--- config.mk ---
export PLATFORM = sky130hd
export DESIGN_NAME = scanline_timer
export DESIGN_NICKNAME = d
export VERILOG_FILES = /design/src/rtl/scan_pkg.sv /design/src/rtl/scan_hcount.sv /design/src/rtl/scan_cpu_div.sv /design/src/rtl/scan_halt.sv /design/src/rtl/scanline_timer.sv
export SDC_FILE = /design/constraint.sdc
export NUM_CORES = 1
export LEC_CHECK = 0
export BUFFER_PORTS_ARGS = -buffer_cell sky130_fd_sc_hd__clkbuf_2
export CAP_MARGIN = 20
export CORE_ASPECT_RATIO = 1.25
export CORE_MARGIN = 4
export CORE_UTILIZATION = 55
export DETAILED_ROUTE_END_ITERATION = 6
export HOLD_SLACK_MARGIN = 0.12
export PLACE_DENSITY = 0.91
export SYNTH_ARGS = -nofsm -noshare
export SYNTH_HDL_FRONTEND = slang
export SYNTH_SLANG_ARGS = --single-unit
--- constraint.sdc ---
create_clock -name clk_i -period 6.9 [get_ports clk_i]
set_clock_uncertainty 0.1 [all_clocks]
set_input_delay 1.38 -clock clk_i [delete_from_list [all_inputs] [get_ports clk_i]]
set_output_delay 1.38 -clock clk_i [all_outputs]
set_load 0.01 [all_outputs]
--- src/rtl/scan_pkg.sv ---
package scan_pkg;
  typedef enum logic {
    RUN_ST  = 1'b0,
    HOLD_ST = 1'b1
  } halt_st_t;

  function automatic int safe_bits(input int n);
    return (n > 1) ? $clog2(n) : 1;
  endfunction
endpackage

--- src/rtl/scan_hcount.sv ---
module scan_hcount #(
  parameter int LINE_CLKS   = 228,
  parameter int HBLANK_CLKS = 68,
  parameter int W           = 8
) (
  input  logic         clk_i,
  input  logic         rst_i,
  output logic         wrap_next_o,
  output logic [W-1:0] hpos_q_o,
  output logic         hblank_q_o,
  output logic [W-1:0] vis_q_o,
  output logic         lstart_q_o
);
  localparam logic [W-1:0] LAST = W'(LINE_CLKS - 1);
  localparam logic [W-1:0] HB   = W'(HBLANK_CLKS);

  logic [W-1:0] h_q, h_next;

  always_comb begin
    h_next = (h_q == LAST) ? '0 : h_q + 1'b1;
  end

  assign wrap_next_o = (h_next == '0);

  always_ff @(posedge clk_i) begin
    if (rst_i) begin
      h_q        <= '0;
      hblank_q_o <= 1'b1;
      vis_q_o    <= '0;
      lstart_q_o <= 1'b1;
    end else begin
      h_q        <= h_next;
      hblank_q_o <= (h_next < HB);
      vis_q_o    <= (h_next < HB) ? '0 : h_next - HB;
      lstart_q_o <= (h_next == '0);
    end
  end

  assign hpos_q_o = h_q;
endmodule

--- src/rtl/scan_cpu_div.sv ---
module scan_cpu_div #(
  parameter int CPU_DIV = 3,
  parameter int PW      = 2
) (
  input  logic clk_i,
  input  logic rst_i,
  input  logic wrap_next_i,
  output logic ce_next_o,
  output logic ce_q_o
);
  localparam logic [PW-1:0] PLAST = PW'(CPU_DIV - 1);

  logic [PW-1:0] ph_q, ph_next;

  always_comb begin
    if (wrap_next_i)        ph_next = '0;
    else if (ph_q == PLAST) ph_next = '0;
    else                    ph_next = ph_q + 1'b1;
  end

  assign ce_next_o = (ph_next == '0);

  always_ff @(posedge clk_i) begin
    if (rst_i) begin
      ph_q   <= '0;
      ce_q_o <= 1'b1;
    end else begin
      ph_q   <= ph_next;
      ce_q_o <= ce_next_o;
    end
  end
endmodule

--- src/rtl/scan_halt.sv ---
module scan_halt
  import scan_pkg::*;
(
  input  logic clk_i,
  input  logic rst_i,
  input  logic wait_i,
  input  logic wrap_next_i,
  input  logic ce_next_i,
  output logic rdy_q_o
);
  halt_st_t st_q, st_next;

  always_comb begin
    if (wrap_next_i)  st_next = RUN_ST;
    else if (wait_i)  st_next = HOLD_ST;
    else              st_next = st_q;
  end

  always_ff @(posedge clk_i) begin
    if (rst_i) begin
      st_q    <= RUN_ST;
      rdy_q_o <= 1'b1;
    end else begin
      st_q <= st_next;
      if (st_next == HOLD_ST) rdy_q_o <= 1'b0;
      else if (ce_next_i)     rdy_q_o <= 1'b1;
    end
  end
endmodule

--- src/rtl/scanline_timer.sv ---
module scanline_timer #(
  parameter int LINE_CLKS   = 228,
  parameter int HBLANK_CLKS = 68,
  parameter int CPU_DIV     = 3,
  localparam int W          = scan_pkg::safe_bits(LINE_CLKS),
  localparam int PW         = scan_pkg::safe_bits(CPU_DIV)
) (
  input  logic         clk_i,
  input  logic         rst_i,
  input  logic         line_wait_i,
  output logic [W-1:0] hpos_o,
  output logic         hblank_o,
  output logic [W-1:0] vis_o,
  output logic         cpu_ce_o,
  output logic         cpu_rdy_o,
  output logic         line_start_o
);
  logic wrap_next;
  logic ce_next;

  scan_hcount #(
    .LINE_CLKS  (LINE_CLKS),
    .HBLANK_CLKS(HBLANK_CLKS),
    .W          (W)
  ) u_hcount (
    .clk_i      (clk_i),
    .rst_i      (rst_i),
    .wrap_next_o(wrap_next),
    .hpos_q_o   (hpos_o),
    .hblank_q_o (hblank_o),
    .vis_q_o    (vis_o),
    .lstart_q_o (line_start_o)
  );

  scan_cpu_div #(
    .CPU_DIV(CPU_DIV),
    .PW     (PW)
  ) u_div (
    .clk_i      (clk_i),
    .rst_i      (rst_i),
    .wrap_next_i(wrap_next),
    .ce_next_o  (ce_next),
    .ce_q_o     (cpu_ce_o)
  );

  scan_halt u_halt (
    .clk_i      (clk_i),
    .rst_i      (rst_i),
    .wait_i     (line_wait_i),
    .wrap_next_i(wrap_next),
    .ce_next_i  (ce_next),
    .rdy_q_o    (cpu_rdy_o)
  );
endmodule

==> summary by stage <==
Timing
After layout, the minimum clock period comes to 2.65 ns. The worst slew slack as a fraction of its limit is 0.670. Setup repair after global routing left no endpoint under its margin. After routing, the total negative slack on setup checks comes to 0 ns. For the pin with the worst max-slew slack, the measured transition is 0.492 ns. The maximum operating frequency is 0.377 GHz. The final hold violation count is 0. The max-slew violation total from the final report is 0. The number of failing setup endpoints in the final timing report is 0. The share of the clock period used by the worst path is 0.384.

Clock tree
Counting the buffers created by CTS gives 3. The register clock-pin slew on the reported worst setup and hold paths is 0.13 ns. Clock tree synthesis found a total of 23 sinks. For the worst-skew pair, the clock arrives at the later sink with an insertion delay of 0.32 ns. The number of setup buffers added after CTS is 0. The hold buffer count at CTS is 0. The number of gates resized after CTS was 0.

The clock passes through at most 2 buffers. The TritonCTS clock tree is done. The cell sitting at the root of the clock tree is a clkbuf_4. The level count of the clock H-tree is 1.

Setup path
The logic depth of the worst register-to-register path is 7. The endpoint identified for the worst register-to-register timing path is u_hcount.vis_q_o[0]. The nature of the critical path startpoint is a flip-flop. The source of the worst register-to-register timing path is u_hcount.hpos_q_o[0]. The required time at the endpoint of the critical path is 7.00 ns. The critical path class is reg -> reg. The worst-case register-to-register setup slack is 4.25 ns. Of all nets on the critical path, the largest fanout is 10. The data arrival time of the worst path is 2.75 ns. The critical path capture point type is a flip-flop.

Yosys
dfxtp_1 takes more of the synthesized area than any other cell. The instance count of the mapped netlist is 104. The flip-flop and latch count after synthesis is 23. The number of warnings printed during yosys synthesis is 0.

The area share of the largest cell type after synthesis is 0.431. The commonest register cell after synthesis is dfxtp_1. Synthesis produced a netlist with a net count of 110. By area the synthesized netlist is led by dfxtp_1, xor2_1, nor2_1, ha_1, nor3_1. The sequential-to-total area share from yosys stat is 0.431. Summing every instance area after synthesis gives 1070 µm². Counting distinct cell types in the post-synthesis netlist gives 46. In this run, synthesis inferred 0 flip-flops with an integrated enable. A synthesized cell averages 10.3 µm².

Counting flops with an async set or reset pin after synthesis yields a share of 0.

Drt
The routed layout has 833 vias. The number of nets still failing antenna checks after routing is 0. The via count normalized by instance count is 5.83. The detailed router's first-iteration violation count is 25. For this block, the routed nets add up to 1.99 mm of wire. In the final routed layout, each cell accounts on average for 13.9 µm. The DRC violation count after routing is 0. For this run, the detailed router's first-pass iteration total came to 5.

Final layout
The total non-filler cell area in the finished layout is 1190 µm². The share of final-layout standard cells stronger than drive strength 1 is 0.306. The fill cell instance count of the final layout is 150.

The number of nets in the finished design is 131. The diode insertion count for antenna repair is 0. The area growth from synthesis to layout is 11.4%.

Power
The total power per unit cell area is 195 nW/µm². The static leakage is 0.490 nW. The maximum ir drop on the vdd rail is 0.132 mV.

Worst hold path
The hold-critical path endpoint is u_div.ph_q[0]. The path category of the worst min-delay check is reg -> reg. The worst hold path begins at u_div.ph_q[0].

Counting instances, the worst hold path has a depth of 1.

Global routing
The via count of the first global-routing pass is 743. The aggregate global routing overflow is 0. The all-layer global routing usage is 0.169.

The maximum number of pins on one net before global-route repair is 18. The first-pass GRT wire length is 3.32 mm. The number of antenna violations at the first check in global routing is 0.

Outcome
The run finished with clean final reports.

Floorplanning
Measured along the x axis, the die boundary spans 47.4 µm. The die extent in y is 57.3 µm. The core footprint is 1810 µm².

The floorplan has 17 rows. The die area is 2710 µm². The initial utilization of the core area, before any placement, comes to 0.590.

The number of primary I/O pins is 23.

Placement
Port buffering added 22 buffers. The half-perimeter wire length after placement is 1.50 mm. The final weighted congestion in routability-driven placement is 0.790. The total cell area at the placement stage is 1160 µm².

Flow run
The number of maximum-capacitance constraint violations is 0.
==> layer usage <==
layer / share of wire / track usage / vias up
li1: - / - / 407
met1: 0.44 / 0.225 / 395
met2: 0.48 / 0.236 / 27
met3: 0.055 / 0.0315 / 4
met4: 0.026 / 0.119 / 0
met5: 0 / 0 / -
==> final cells by class <==
class	count	area, µm²	share of cell area
inverter	1	3.75	0.00316
tap	19	23.8	0.0200
timing repair buffer	22	110	0.0926
sequential	23	460	0.387
multi-input combinational	74	561	0.472
clock inverter	1	7.51	0.00632
clock buffer	3	22.5	0.0189
==> worst max-delay path by stage <==
stage / startpoint / end / slack (ns) / cells past startpoint
2_1_floorplan: u_hcount.hpos_q_o[2] / u_hcount.vis_q_o[0] / 4.57 / 7
3_3_place_gp: u_hcount.hpos_q_o[2] / u_hcount.vis_q_o[0] / 4.38 / 6
3_5_place_dp: u_hcount.hpos_q_o[0] / u_hcount.vis_q_o[0] / 4.31 / 7
4_1_cts: u_hcount.hpos_q_o[0] / u_hcount.vis_q_o[0] / 4.29 / 7
5_1_grt: u_hcount.hpos_q_o[0] / u_hcount.vis_q_o[5] / 4.04 / 7
6_report: u_hcount.hpos_q_o[0] / u_hcount.vis_q_o[0] / 4.25 / 7
==> synth_stat cells (2+ instances only) <==
cell type,n
dfxtp_1,23
nor2_1,11
nor3_1,7
xor2_1,5
nand3_1,4
buf_4,3
ha_1,3
nand2_1,3
nor2b_1,3
and3_1,2
o211a_1,2
o21ai_0,2
or2_1,2
xnor2_1,2
==> power by group <==
part           total, mW  internal (mW)  switching (mW)
registers          0.143          0.138         0.00484
clock network     0.0636         0.0222          0.0414
logic             0.0259         0.0119          0.0140
==> flip-flops by register name, indices dropped and copies added, names as in the netlist <==
| register | count |
|---|---|
| u_hcount.lstart_q_o | 1 |
| u_hcount.vis_q_o | 8 |
| u_div.ph_q | 2 |
| u_div.ce_q_o | 1 |
| u_hcount.hpos_q_o | 8 |
| u_halt.st_q | 1 |
| u_halt.rdy_q_o | 1 |
| u_hcount.hblank_q_o | 1 |
==> cells by family (layout without fill, tap and decap cells) <==
group / count (synthesis) / count (layout) / synth area share
compound gates: 16 / 16 / 0.151
xor+xnor: 7 / 7 / 0.0574
fa+ha+maj: 3 / 3 / 0.0352
buf+inv: 7 / 27 / 0.0434
flops: 23 / 23 / 0.431
simple gates: 48 / 48 / 0.281
==> stage by stage <==
stage / utilization / power (mW) / std cells / hold WS [ns] / setup slack, ns
floorplan: - / 0.164 / 104 / 0.291 / 4.57
global placement: 0.641 / 0.170 / 139 / 0.301 / 4.38
detailed placement: 0.641 / 0.171 / 139 / 0.308 / 4.31
CTS: 0.657 / 0.233 / 143 / 0.326 / 4.29
global route: 0.657 / 0.243 / 143 / 0.334 / 4.04
finish: 0.657 / 0.232 / 143 / 0.326 / 4.25
==> worst max-delay path, stage by stage, from the launching register on <==
cell and delay (ns):
dfxtp_1 0.51, ha_1 0.42, nand3_2 0.17, o21ai_0 0.40, ha_1 0.32, o31ai_4 0.14
a211oi_4 0.37, nor3_1 0.10
==> cells in the final DEF, fill, tap and decap left out, types with 3 or more instances in the layout <==
| master | count |
|---|---|
| dfxtp_1 | 23 |
| nor2b_1 | 3 |
| nor2_1 | 11 |
| clkbuf_4 | 3 |
| xor2_1 | 5 |
| nor3_1 | 7 |
| nand3_1 | 4 |
| ha_1 | 3 |
| clkbuf_2 | 22 |
| nand2_1 | 3 |
Note: power is estimated with default switching activity, not from simulation.
